--- src/rtl/partVictimPkg.sv ---
package partVictimPkg;
  // Strobes from the control to the datapath: which candidate group to use
  // and whether the request is a fill or only a recency touch.
  typedef struct packed {
    logic selInvalid;
    logic selOthers;
    logic selOwn;
    logic selAll;
    logic doFill;
    logic doTouch;
  } victimStrobes_t;
endpackage

--- src/rtl/partVictimCtrl.sv ---
module partVictimCtrl
  import partVictimPkg::*;
(
  input  logic           clk,
  input  logic           rstN,
  input  logic           reqValid,
  input  logic           reqHit,
  input  logic           anyInvalid,
  input  logic           underQuota,
  input  logic           anyOwn,
  input  logic           anyOther,
  output victimStrobes_t strobes
);

  always_comb begin
    strobes = '0;
    if (reqValid) begin
      strobes.doTouch = 1'b1;
      if (!reqHit) begin
        strobes.doFill = 1'b1;
        if (anyInvalid)           strobes.selInvalid = 1'b1;
        else if (underQuota) begin
          if (anyOther)           strobes.selOthers  = 1'b1;
          else                    strobes.selAll     = 1'b1;
        end else begin
          if (anyOwn)             strobes.selOwn     = 1'b1;
          else                    strobes.selAll     = 1'b1;
        end
      end
    end
  end

  // at most one candidate group is active at a time
  assert_one_group_R6: assert property (@(posedge clk) disable iff (!rstN)
    $onehot0({strobes.selInvalid, strobes.selOthers, strobes.selOwn, strobes.selAll}));

  // a hit selects no eviction group
  assert_hit_no_group_R8: assert property (@(posedge clk) disable iff (!rstN)
    (reqValid && reqHit) |->
      !(strobes.selInvalid || strobes.selOthers || strobes.selOwn || strobes.selAll));

endmodule

--- src/rtl/partVictimPath.sv ---
module partVictimPath
  import partVictimPkg::*;
#(
  parameter  int NUM_WAYS  = 16,
  parameter  int NUM_CORES = 2,
  localparam int CW = (NUM_CORES > 1) ? $clog2(NUM_CORES) : 1,
  localparam int RW = $clog2(NUM_WAYS),
  localparam int WW = $clog2(NUM_WAYS),
  localparam int QW = $clog2(NUM_WAYS + 1)
) (
  input  logic                    clk,
  input  logic                    rstN,
  input  victimStrobes_t          strobes,
  input  logic [WW-1:0]           reqHitWay,
  input  logic [CW-1:0]           reqCore,
  input  logic [NUM_WAYS-1:0]     setValid,
  input  logic [NUM_WAYS*CW-1:0]  setOwner,
  input  logic [NUM_WAYS*RW-1:0]  setRank,
  input  logic [NUM_CORES*QW-1:0] coreQuota,
  output logic                    anyInvalid,
  output logic                    underQuota,
  output logic                    anyOwn,
  output logic                    anyOther,
  output logic                    respValid,
  output logic                    respFill,
  output logic [WW-1:0]           respWay,
  output logic [NUM_WAYS*CW-1:0]  respOwner,
  output logic [NUM_WAYS*RW-1:0]  respRank
);

  logic [CW-1:0]          wayOwner [NUM_WAYS];
  logic [RW-1:0]          wayRank  [NUM_WAYS];
  logic [NUM_WAYS-1:0]    ownMask, otherMask, candMask;
  logic [QW-1:0]          ownCount, reqQuota;
  logic [WW-1:0]          firstInvalid, oldestWay, victimWay, touchWay;
  logic [RW-1:0]          oldestRank, touchRank;
  logic                   oldestFound;
  logic [NUM_WAYS*CW-1:0] nextOwner;
  logic [NUM_WAYS*RW-1:0] nextRank;

  // Per-way decode and per-way update
  for (genvar i = 0; i < NUM_WAYS; i++) begin : g_way
    assign wayOwner[i]  = setOwner[i*CW +: CW];
    assign wayRank[i]   = setRank[i*RW +: RW];
    assign ownMask[i]   = setValid[i] && (wayOwner[i] == reqCore);
    assign otherMask[i] = setValid[i] && (wayOwner[i] != reqCore);
    assign nextRank[i*RW +: RW] =
      (touchWay == WW'(i))    ? '0 :
      (wayRank[i] < touchRank) ? wayRank[i] + RW'(1) : wayRank[i];
    assign nextOwner[i*CW +: CW] =
      (strobes.doFill && (victimWay == WW'(i))) ? reqCore : wayOwner[i];
  end

  // Occupancy of the requester in this set against its quota
  always_comb begin
    ownCount = '0;
    for (int i = 0; i < NUM_WAYS; i++) ownCount = ownCount + QW'(ownMask[i]);
  end
  assign reqQuota   = coreQuota[int'(reqCore)*QW +: QW];
  assign underQuota = ownCount < reqQuota;
  assign anyInvalid = !(&setValid);
  assign anyOwn     = |ownMask;
  assign anyOther   = |otherMask;

  // Lowest-numbered empty way
  always_comb begin
    firstInvalid = '0;
    for (int i = NUM_WAYS - 1; i >= 0; i--)
      if (!setValid[i]) firstInvalid = WW'(i);
  end

  // Least-recent way inside the selected group
  always_comb begin
    if (strobes.selOthers)   candMask = otherMask;
    else if (strobes.selOwn) candMask = ownMask;
    else if (strobes.selAll) candMask = '1;
    else                     candMask = '0;
  end

  always_comb begin
    oldestFound = 1'b0;
    oldestWay   = '0;
    oldestRank  = '0;
    for (int i = 0; i < NUM_WAYS; i++) begin
      if (candMask[i] && (!oldestFound || wayRank[i] > oldestRank)) begin
        oldestFound = 1'b1;
        oldestWay   = WW'(i);
        oldestRank  = wayRank[i];
      end
    end
  end

  assign victimWay = strobes.selInvalid ? firstInvalid : oldestWay;
  assign touchWay  = strobes.doFill ? victimWay : reqHitWay;
  assign touchRank = wayRank[touchWay];

  always_ff @(posedge clk or negedge rstN) begin
    if (!rstN) begin
      respValid <= 1'b0;
      respFill  <= 1'b0;
      respWay   <= '0;
      respOwner <= '0;
      respRank  <= '0;
    end else begin
      respValid <= strobes.doTouch;
      if (strobes.doTouch) begin
        respFill  <= strobes.doFill;
        respWay   <= touchWay;
        respOwner <= nextOwner;
        respRank  <= nextRank;
      end
    end
  end

  // ---------------- assertion support: request as seen last cycle ----------
  logic [NUM_WAYS-1:0]    capValid;
  logic [NUM_WAYS*CW-1:0] capOwner;
  logic [CW-1:0]          capCore;
  logic                   capSelOthers, capSelOwn;
  logic [NUM_WAYS-1:0]    rankSeen, ownerDiff;

  always_ff @(posedge clk or negedge rstN) begin
    if (!rstN) begin
      capValid     <= '0;
      capOwner     <= '0;
      capCore      <= '0;
      capSelOthers <= 1'b0;
      capSelOwn    <= 1'b0;
    end else if (strobes.doTouch) begin
      capValid     <= setValid;
      capOwner     <= setOwner;
      capCore      <= reqCore;
      capSelOthers <= strobes.selOthers;
      capSelOwn    <= strobes.selOwn;
    end
  end

  always_comb begin
    rankSeen = '0;
    for (int v = 0; v < NUM_WAYS; v++)
      for (int w = 0; w < NUM_WAYS; w++)
        if (respRank[w*RW +: RW] == RW'(v)) rankSeen[v] = 1'b1;
  end

  for (genvar i = 0; i < NUM_WAYS; i++) begin : g_diff
    assign ownerDiff[i] = respOwner[i*CW +: CW] != capOwner[i*CW +: CW];
  end

  assert_resp_latency_R2: assert property (@(posedge clk) disable iff (!rstN)
    strobes.doTouch |=> respValid);

  assert_no_spurious_R2: assert property (@(posedge clk) disable iff (!rstN)
    !strobes.doTouch |=> !respValid);

  assert_invalid_first_R3: assert property (@(posedge clk) disable iff (!rstN)
    (respValid && respFill && !(&capValid)) |-> !capValid[respWay]);

  assert_take_other_R4: assert property (@(posedge clk) disable iff (!rstN)
    (respValid && capSelOthers) |-> (capOwner[respWay*CW +: CW] != capCore));

  assert_take_own_R5: assert property (@(posedge clk) disable iff (!rstN)
    (respValid && capSelOwn) |-> (capOwner[respWay*CW +: CW] == capCore));

  assert_fill_owner_R7: assert property (@(posedge clk) disable iff (!rstN)
    (respValid && respFill) |-> (respOwner[respWay*CW +: CW] == capCore));

  assert_touch_mru_R7: assert property (@(posedge clk) disable iff (!rstN)
    respValid |-> (respRank[respWay*RW +: RW] == '0));

  assert_hit_keeps_owner_R8: assert property (@(posedge clk) disable iff (!rstN)
    (respValid && !respFill) |-> (ownerDiff == '0));

  assert_single_claim_R9: assert property (@(posedge clk) disable iff (!rstN)
    respValid |-> ($countones(ownerDiff) <= 1));

  assert_rank_perm_R10: assert property (@(posedge clk) disable iff (!rstN)
    respValid |-> (&rankSeen));

endmodule

--- src/rtl/partVictimSel.sv ---
module partVictimSel
  import partVictimPkg::*;
#(
  parameter  int NUM_WAYS  = 16,
  parameter  int NUM_CORES = 2,
  localparam int CW = (NUM_CORES > 1) ? $clog2(NUM_CORES) : 1,
  localparam int RW = $clog2(NUM_WAYS),
  localparam int WW = $clog2(NUM_WAYS),
  localparam int QW = $clog2(NUM_WAYS + 1)
) (
  input  logic                    clk,
  input  logic                    rstN,
  input  logic                    reqValid,
  input  logic                    reqHit,
  input  logic [WW-1:0]           reqHitWay,
  input  logic [CW-1:0]           reqCore,
  input  logic [NUM_WAYS-1:0]     setValid,
  input  logic [NUM_WAYS*CW-1:0]  setOwner,
  input  logic [NUM_WAYS*RW-1:0]  setRank,
  input  logic [NUM_CORES*QW-1:0] coreQuota,
  output logic                    respValid,
  output logic                    respFill,
  output logic [WW-1:0]           respWay,
  output logic [NUM_WAYS*CW-1:0]  respOwner,
  output logic [NUM_WAYS*RW-1:0]  respRank
);

  victimStrobes_t strobes;
  logic anyInvalid, underQuota, anyOwn, anyOther;

  partVictimCtrl u_ctrl (
    .clk        (clk),
    .rstN       (rstN),
    .reqValid   (reqValid),
    .reqHit     (reqHit),
    .anyInvalid (anyInvalid),
    .underQuota (underQuota),
    .anyOwn     (anyOwn),
    .anyOther   (anyOther),
    .strobes    (strobes)
  );

  partVictimPath #(.NUM_WAYS(NUM_WAYS), .NUM_CORES(NUM_CORES)) u_path (
    .clk        (clk),
    .rstN       (rstN),
    .strobes    (strobes),
    .reqHitWay  (reqHitWay),
    .reqCore    (reqCore),
    .setValid   (setValid),
    .setOwner   (setOwner),
    .setRank    (setRank),
    .coreQuota  (coreQuota),
    .anyInvalid (anyInvalid),
    .underQuota (underQuota),
    .anyOwn     (anyOwn),
    .anyOther   (anyOther),
    .respValid  (respValid),
    .respFill   (respFill),
    .respWay    (respWay),
    .respOwner  (respOwner),
    .respRank   (respRank)
  );

endmodule

--- config.mk ---
export PLATFORM = sky130hd
export DESIGN_NAME = partVictimSel
export DESIGN_NICKNAME = d
export VERILOG_FILES = /design/src/rtl/partVictimPkg.sv /design/src/rtl/partVictimCtrl.sv /design/src/rtl/partVictimPath.sv /design/src/rtl/partVictimSel.sv
export SDC_FILE = /design/constraint.sdc
export NUM_CORES = 1
export LEC_CHECK = 0
export ABC_AREA = 1
export CAP_MARGIN = 20
export CORE_UTILIZATION = 65
export CTS_BUF_LIST = sky130_fd_sc_hd__clkbuf_4
export CTS_CLUSTER_DIAMETER = 40
export DETAILED_ROUTE_END_ITERATION = 10
export DONT_BUFFER_PORTS = 1
export PLACE_DENSITY_LB_ADDON = 0.3
export SLEW_MARGIN = 10
export SYNTH_ARGS = -nofsm -noshare
export SYNTH_HDL_FRONTEND = slang
export SYNTH_SLANG_ARGS = --single-unit
--- constraint.sdc ---
create_clock -name clk -period 1.9 [get_ports clk]
set_clock_uncertainty 0.15 [all_clocks]
set_input_delay 0.38 -clock clk [delete_from_list [all_inputs] [get_ports clk]]
set_output_delay 0.38 -clock clk [all_outputs]
set_load 0.02 [all_outputs]
==> results of run 1 <==
==> cell families after synthesis <==
logic type	share of synthesized area
and+or+nand+nor	0.395
buffers and inverters	0.100
AOI/OAI and AO/OA	0.114
adders and majority gates	0.162
DFF	0.195
xor gates and xnor gates	0.0270
muxes	0.00545
==> through the flow <==
step                cell area, um^2   TNS, ns   util  hold slack [ns]  setup WS [ns]
floorplan                     11400  -1597.96      -          -0.0656         -19.39
global placement              13500  -1690.90  0.816          -0.0638         -20.56
detailed placement            13500  -1766.00  0.816          -0.0639         -21.50
==> cells in the mapped netlist, drive strengths merged <==
cell type	n
a221oi	1
a22oi	2
a21oi	61
o311ai	5
or2	6
nand4	30
inv	237
nor2	58
and2	1
nand3b	18
ha	127
clkbuf	17
mux2i	6
clkinv	2
dfrtp	86
o31ai	5
o21bai	12
xor2	33
and3	1
nand3	188
o221ai	3
o22ai	20
o211ai	4
xnor2	1
o21ai	89
o21a	3
nand2	690
nor3	3
buf	20
fa	10
a31oi	13
a21boi	2
==> flow_summary.toml, run 1 <==
[outcome]
status = "stopped before the end"
first-error = "[ERROR DPL-0038] Utilization greater than 100%, impossible to legalize"
stop_stage = "4_1_cts"

[place]
finalWeightedCongestion = 1.01
dp_cells = 2214
portBuffers = 0
hpwl_mm = 29.4

[die]
start_util = 0.664
die_h_um = 132
core.rowCount = 47
die_w_um = 132
io-pin-count = 201

[synthesis]
yosys.area.top_type = "nand2_1"
yosys_warnings = 0
avgSynthCellArea_um2 = 6.28
yosys_register_bits = 86
ys_seq_area_frac = 0.195
netlist_instances = 1754
synth_cell_types = 47
synth_area_leaders = "nand2_1 22%, dfrtp_1 20%, ha_1 14%"
synth_top_area_frac = 0.215
syn_nets = 2006
syn_area_um2 = 11000

[clock_tree]
postCtsSetupRepairBufs = 151
cts_root_buf = "clkbuf_4"
cts.path.max_buffers = 2
cts.repair.resized = 289
cts_sinks = 86
postCtsHoldBufs = 67
cts_made_buffers = 9
htree_levels = 3
==> run 2, diff against run 1 <==
--- a/config.mk
+++ b/config.mk
@@ -7,12 +7,10 @@
 export LEC_CHECK = 0
 export ABC_AREA = 1
 export CAP_MARGIN = 20
-export CORE_UTILIZATION = 65
-export CTS_BUF_LIST = sky130_fd_sc_hd__clkbuf_4
-export CTS_CLUSTER_DIAMETER = 40
+export CORE_UTILIZATION = 40
 export DETAILED_ROUTE_END_ITERATION = 10
 export DONT_BUFFER_PORTS = 1
-export PLACE_DENSITY_LB_ADDON = 0.3
+export PLACE_DENSITY_LB_ADDON = 0.15
 export SLEW_MARGIN = 10
 export SYNTH_ARGS = -nofsm -noshare
 export SYNTH_HDL_FRONTEND = slang
==> run 2 against run 1 <==
  * The flow now finishes, with violations (negative hold slack, negative setup slack)
  * Synthesized cell count did not move
  * Synthesized area did not move
==> flow_summary.toml, run 2 <==
[outcome]
status = "finished, violations left"
violations = "negative hold slack, negative setup slack"

[finish]
drive_gt1_frac = 0.388
largest_reg_flops = 64
fin_util = 0.617
fin_cells = 2468
fin_area_um2 = 16600
mostFrequentLayoutCell = "nand2_1"
top_regs = "u_path.respRank: 64 flops, u_path.respOwner: 16 flops, u_path.respWay: 4 flops"
area_growth_pct = 51.1
nets = 2373
mostFrequentLayoutCells = "521 x nand2_1, 360 x buf_4, 190 x inv_1"
top_register = "u_path.respRank"

[route]
dr.pass1.iters = 6
drt-initial-drc-count = 966
drc = 0
detail-route-antenna-nets = 0
viasPerCell = 5.35
wl_mm = 42.4
vias = 13197
wl_per_cell_um = 17.2

[setup_path]
crit_top_cell = "nand2_1"
required_ns = 1.99
cp.arrival_ns = 23.11
critPathKind = "in2reg"
max_stage_delay_ns = 0.54
slowest_stage = "fa_1"
crit_path_max_fanout = 40
end_kind = "register"
cp-start-kind = "primary input"

[synthesis]
synth_cell_types = 47
yosys_register_bits = 86
syn_area_um2 = 11000
yosys_most_used_dff = "dfrtp_1"
ys_top_cells_by_count = "631 x nand2_1, 220 x inv_1, 184 x nand3_1"
async_flop_share = 1.00
yosys_warnings = 0
syn_nets = 2006
synth_edf_count = 0
synth_top_area_frac = 0.215
synth_area_leaders = "nand2_1 22%, dfrtp_1 20%, ha_1 14%"
yosysMostFrequentCell = "nand2_1"
ys_seq_area_frac = 0.195
netlist_instances = 1754
yosys.area.top_type = "nand2_1"
avgSynthCellArea_um2 = 6.28

[global_route]
grt_antenna_before_repair = 2
track_usage = 0.290
grt_pass1_wl_mm = 65.2
met3_usage = 0.0606
grt_max_degree = 87
grtUsageMet2 = 0.483
grt_use_met1 = 0.362
grt_pass1_vias = 12461
grt_busiest_layer = "met2"
grt_overflow = 0

[place]
place_area_um2 = 13700
finalWeightedCongestion = 0.951
dp_cells = 2335
portBuffers = 0
hpwl_mm = 30.5

[clock_tree]
clk_pin_slew_ns = 0.08
cts_tree = "yes"
postCtsHoldBufs = 1
cts_sinks = 86
htree_levels = 3
cts_made_buffers = 9
clk_latency_ns = 0.35
cts.path.max_buffers = 2
cts_root_buf = "clkbuf_16"

[pwr]
vdd_drop_max_v = 0.000468
power_density_nw_per_um2 = 584
p_leak_nw = 8.92

[sta]
tightest_slew_ns = 0.704
hold_viol = 86
layout_setup_ws_ns = -21.12
fin_setup_tns_ns = -1743.65
min_period_ns = 23.01
relSlewSlack = 0.531
fin_crit_sh = 12.1
slew_viol_final = 0
hold_ws_ns = -0.438
finalSetupViolations = 84
rsz0062_at_grt = "true"
max_freq_mhz = 43.4

[die]
die_w_um = 168
start_util = 0.409
die_h_um = 168
coreArea_um2 = 27000
io-pin-count = 201
core.rowCount = 60
die_area_um2 = 28200

[job]
maxCapViolCount = 0

[worst_hold_path]
hp-class = "in2async"
run 2: what timing repair did:
item | CTS | global route
endpoints found under the setup margin | 84 | 84
hold endpoints to repair | 87 | 86
cloned | 5 | 0
pin swaps | 130 | 210
resized for setup | 171 | 224
buffers inserted | 83 | 32
run 2: cell type report:
class	count	area (um^2)
Antenna cell	2	5.00
Multi-Input combinational cell	1394	9690
Inverter	239	948
Fill cell	2418	10300
Sequential cell	86	2150
Timing Repair Buffer	391	3140
Tap cell	341	427
Clock inverter	3	20.0
Clock buffer	12	256
run 2: worst paths after layout:
| kind | start | endpoint | slack [ns] | cells past startpoint |
|---|---|---|---|---|
| min | rstN | u_path.respOwner[15] | -0.44 | 0 |
| max | reqCore | u_path.respRank[62] | -21.12 | 194 |
| max reg2reg | u_path.respWay[3] | u_path.respWay[3] | 0.96 | 2 |
| min reg2reg | u_path.respRank[18] | u_path.respRank[18] | 0.46 | 2 |
| max in group asynchronous | rstN | u_path.respRank[45] | 1.91 | 0 |
| min in group clk | setOwner[14] | u_path.respOwner[14] | 0 | 2 |
run 2: critical path: cells and delay by family:
kind	cells	cell delay [ns]
adders and majority gates	23	7.22
AOI/OAI and AO/OA	32	3.50
xor gates and xnor gates	1	0.15
buffers and inverters	36	3.15
muxes	1	0.20
and+or+nand+nor	101	8.42
run 2: cell families (layout without fill, tap and decap cells):
logic type | count (synthesis) | count (layout) | share of synthesized area
compound gates | 220 | 220 | 0.114
xor+xnor | 34 | 34 | 0.0270
fa+ha+maj | 137 | 137 | 0.162
buf+inv | 276 | 645 | 0.100
flops | 86 | 86 | 0.195
mux | 6 | 6 | 0.00545
other cells | 0 | 2 | 0
simple gates | 995 | 997 | 0.395
run 2: power by group:
part	switching, W	internal (W)
clock	0.000854	0.000954
sequential	0.000712	0.00219
combinational	0.00276	0.00225
run 2: stage by stage:
step / total power, W / setup WS (ns) / hold WS (ns)
after CTS: 0.00908 / -20.19 / -0.445
final: 0.00972 / -21.12 / -0.438
after floorplan: 0.00551 / -19.39 / -0.0656
after global placement: 0.00654 / -21.00 / -0.0613
after detailed placement: 0.00665 / -21.82 / -0.0613
after global routing: 0.0104 / -22.55 / -0.458
run 2: per-layer routing:
| metal | vias up | routed length, um |
|---|---|---|
| met4 | 0 | 1480 |
| met2 | 434 | 20200 |
| met5 | - | 0 |
| met1 | 6217 | 18000 |
| met3 | 88 | 2810 |
| li1 | 6458 | - |
(Power assumes the default switching activity.)
==> run 3, diff against run 2 <==
--- a/config.mk
+++ b/config.mk
@@ -5,8 +5,8 @@
 export SDC_FILE = /design/constraint.sdc
 export NUM_CORES = 1
 export LEC_CHECK = 0
-export ABC_AREA = 1
 export CAP_MARGIN = 20
+export CORE_MARGIN = 1.5
 export CORE_UTILIZATION = 40
 export DETAILED_ROUTE_END_ITERATION = 10
 export DONT_BUFFER_PORTS = 1
==> run 3 against run 2 <==
  * The run still ends with negative hold slack, negative setup slack left
  * Final cell count grew 0.20%
  * Clock power increased by 9%
  * Synthesized cell count decreased by 12%
  * Maximum frequency is 23% lower
  * Utilization up 3.7 points
  * Sequential power fell by 2%
  * Synthesized area up 10%
  * Largest power group unchanged
  * Critical path depth shrank 23
  * Global-route usage up 4.5 points
  * Wire length up 29%
==> flow_summary.toml, run 3 <==
[global_route]
grt_max_degree = 87
grt_pass1_vias = 14971
grt_antenna_before_repair = 4
grt_overflow = 0
track_usage = 0.335
grt_pass1_wl_mm = 81.9

[place]
portBuffers = 0
hpwl_mm = 41.5
finalWeightedCongestion = 0.958
place_worst_setup_slack_ns = -29.28

[route]
viasPerCell = 6.10
drt-initial-drc-count = 1101
detail-route-antenna-nets = 0
drc = 0
dr.pass1.iters = 6
wl_mm = 54.5
vias = 15083
wl_per_cell_um = 22.0

[sta]
finalSetupViolations = 84
hold_viol = 87
tightest_slew_ns = 0.975
hold_ws_ns = -0.440
fin_crit_sh = 15.8
slew_viol_final = 0
min_period_ns = 30.04
rsz0062_at_grt = "true"
layout_setup_ws_ns = -28.14
relSlewSlack = 0.348
max_freq_mhz = 33.3

[synthesis]
async_flop_share = 1.00
synth_cell_types = 83
syn_nets = 1798
yosys.area.top_type = "dfrtp_1"
yosysMostFrequentCell = "ha_1"
synth_area_leaders = "dfrtp_1 18%, ha_1 13%, mux2i_1 4.9%"
synth_top_area_frac = 0.177
ys_top_cells_by_count = "127 x ha_1, 126 x nand2_1, 114 x inv_1"
synth_edf_count = 0
netlist_instances = 1546
yosys_register_bits = 86
yosys_warnings = 0
ys_seq_area_frac = 0.177
syn_area_um2 = 12200
yosys_most_used_dff = "dfrtp_1"
avgSynthCellArea_um2 = 7.87

[setup_path]
required_ns = 2.03
slowest_stage = "or4_4"
cp.arrival_ns = 30.16
cp-start-kind = "primary input"
critPathKind = "in2reg"
r2r_slack_ns = 0.60
rr_endpoint = "u_path.respRank[46]"
worstRegToRegCells = 2
end_kind = "register"
rr_startpoint = "u_path.respRank[46]"
crit_top_cell = "ha_4"
max_stage_delay_ns = 0.56
crit_path_max_fanout = 7

[clock_tree]
cts_sinks = 86
clk_pin_slew_ns = 0.07
cts_made_buffers = 9
cts_root_buf = "clkbuf_16"
clk_latency_ns = 0.35
cts_tree = "yes"
htree_levels = 3
cts.path.max_buffers = 2
postCtsHoldBufs = 5

[die]
start_util = 0.408
die_h_um = 177
core.rowCount = 63
coreArea_um2 = 29800
die_area_um2 = 31500
die_w_um = 177
io-pin-count = 201

[worst_hold_path]
hp-class = "in2async"

[finish]
fin_util = 0.654
drive_gt1_frac = 0.453
nets = 2327
top_register = "u_path.respRank"
top_regs = "u_path.respRank: 64 flops, u_path.respOwner: 16 flops, u_path.respWay: 4 flops"
area_growth_pct = 60.2
mostFrequentLayoutCells = "536 x buf_4, 108 x nand2_1, 102 x inv_1"
multi_input_area_um2 = 11500
mostFrequentLayoutCell = "buf_4"
seqCellArea_um2 = 2150
largest_reg_flops = 64
n_fill_cell = 2411

[pwr]
vdd_drop_max_v = 0.000598
p_leak_nw = 8.44
power_density_nw_per_um2 = 601

[outcome]
status = "finished, violations left"
violations = "negative hold slack, negative setup slack"

[job]
maxCapViolCount = 0
run 3: changes by cell type after synthesis, sizes merged, moves of 36 or more:
| cell | before | now |
|---|---|---|
| inv | 237 | 114 |
| mux2i | 6 | 59 |
| nand2 | 690 | 126 |
| nand3 | 188 | 40 |
| nor2 | 58 | 99 |
| nor3 | 3 | 39 |
| o211ai | 4 | 44 |
| o2bb2ai | 0 | 54 |
| xnor2 | 1 | 42 |
run 3: per-stage QoR:
stage	TNS (ns)	cells	total power (W)	hold WS [ns]	instance area (um^2)
2_1_floorplan	-2302.84	1546	0.00645	-0.0656	13100
3_3_place_gp	-2339.71	2317	0.00869	-0.0615	16600
3_5_place_dp	-2417.99	2317	0.00879	-0.0626	16600
4_1_cts	-2288.36	2426	0.0112	-0.446	18300
5_1_grt	-2430.44	2470	0.0124	-0.452	19500
6_report	-2320.10	2473	0.0117	-0.440	19500
run 3: worst max-delay path: cells and delay by family:
kind,cells,cell delay (ns)
mux,9,2.83
fa+ha+maj,23,6.65
buf+inv,24,2.65
simple gates,38,5.60
xor+xnor,3,0.45
compound gates,74,11.57
run 3: how the worst max path moves through the flow:
stage                startpoint                  end  slack, ns  cells after the start
floorplan               reqCore  u_path.respRank[31]     -28.05                    169
global placement    setOwner[1]  u_path.respRank[22]     -28.35                    161
detailed placement  setOwner[1]  u_path.respRank[63]     -29.28                    169
CTS                     reqCore  u_path.respRank[63]     -27.72                    169
global route            reqCore  u_path.respRank[63]     -29.45                    170
finish              setOwner[1]  u_path.respRank[63]     -28.14                    171
run 3: where the power goes:
part,total [W],leakage [nW],switching (W),internal (W)
Combinational,0.00689,7.27,0.00353,0.00337
Sequential,0.00285,1.03,0.000695,0.00216
Clock,0.00197,0.146,0.000821,0.00115
Total,0.0117,8.44,0.00504,0.00667
run 3: area by class of cell:
cell class              count  area share
diodes                      4    0.000513
well taps                 390      0.0250
multi-input cells        1283       0.590
clock inverters             4     0.00372
flip-flops and latches     86       0.110
inverters                 116      0.0223
clock buffers              11      0.0119
repair buffers            579       0.236
run 3: timing repair:
item | 4_1_cts | 5_1_grt
setup buffers | 89 | 44
gates resized for setup | 124 | 166
pin swaps | 137 | 146
setup endpoints to repair | 84 | 84
hold endpoints to repair | 109 | 87
gates cloned | 1 | 1
run 3: routing by layer:
metal  vias to the layer above  global-route usage  part of all wire
met5                         -                   0           0.00020
met3                       139              0.0673             0.085
met4                         2               0.113             0.032
met2                       710               0.559              0.47
met1                      7333               0.429              0.42
li1                       6899                   -                 -
run 3: logic make-up after synthesis:
| kind of cell | after synthesis | share of synthesized area |
|---|---|---|
| xor+xnor | 65 | 0.0468 |
| flops | 86 | 0.177 |
| compound gates | 502 | 0.290 |
| simple gates | 483 | 0.200 |
| fa+ha+maj | 139 | 0.149 |
| mux | 94 | 0.0818 |
| buf+inv | 177 | 0.0559 |
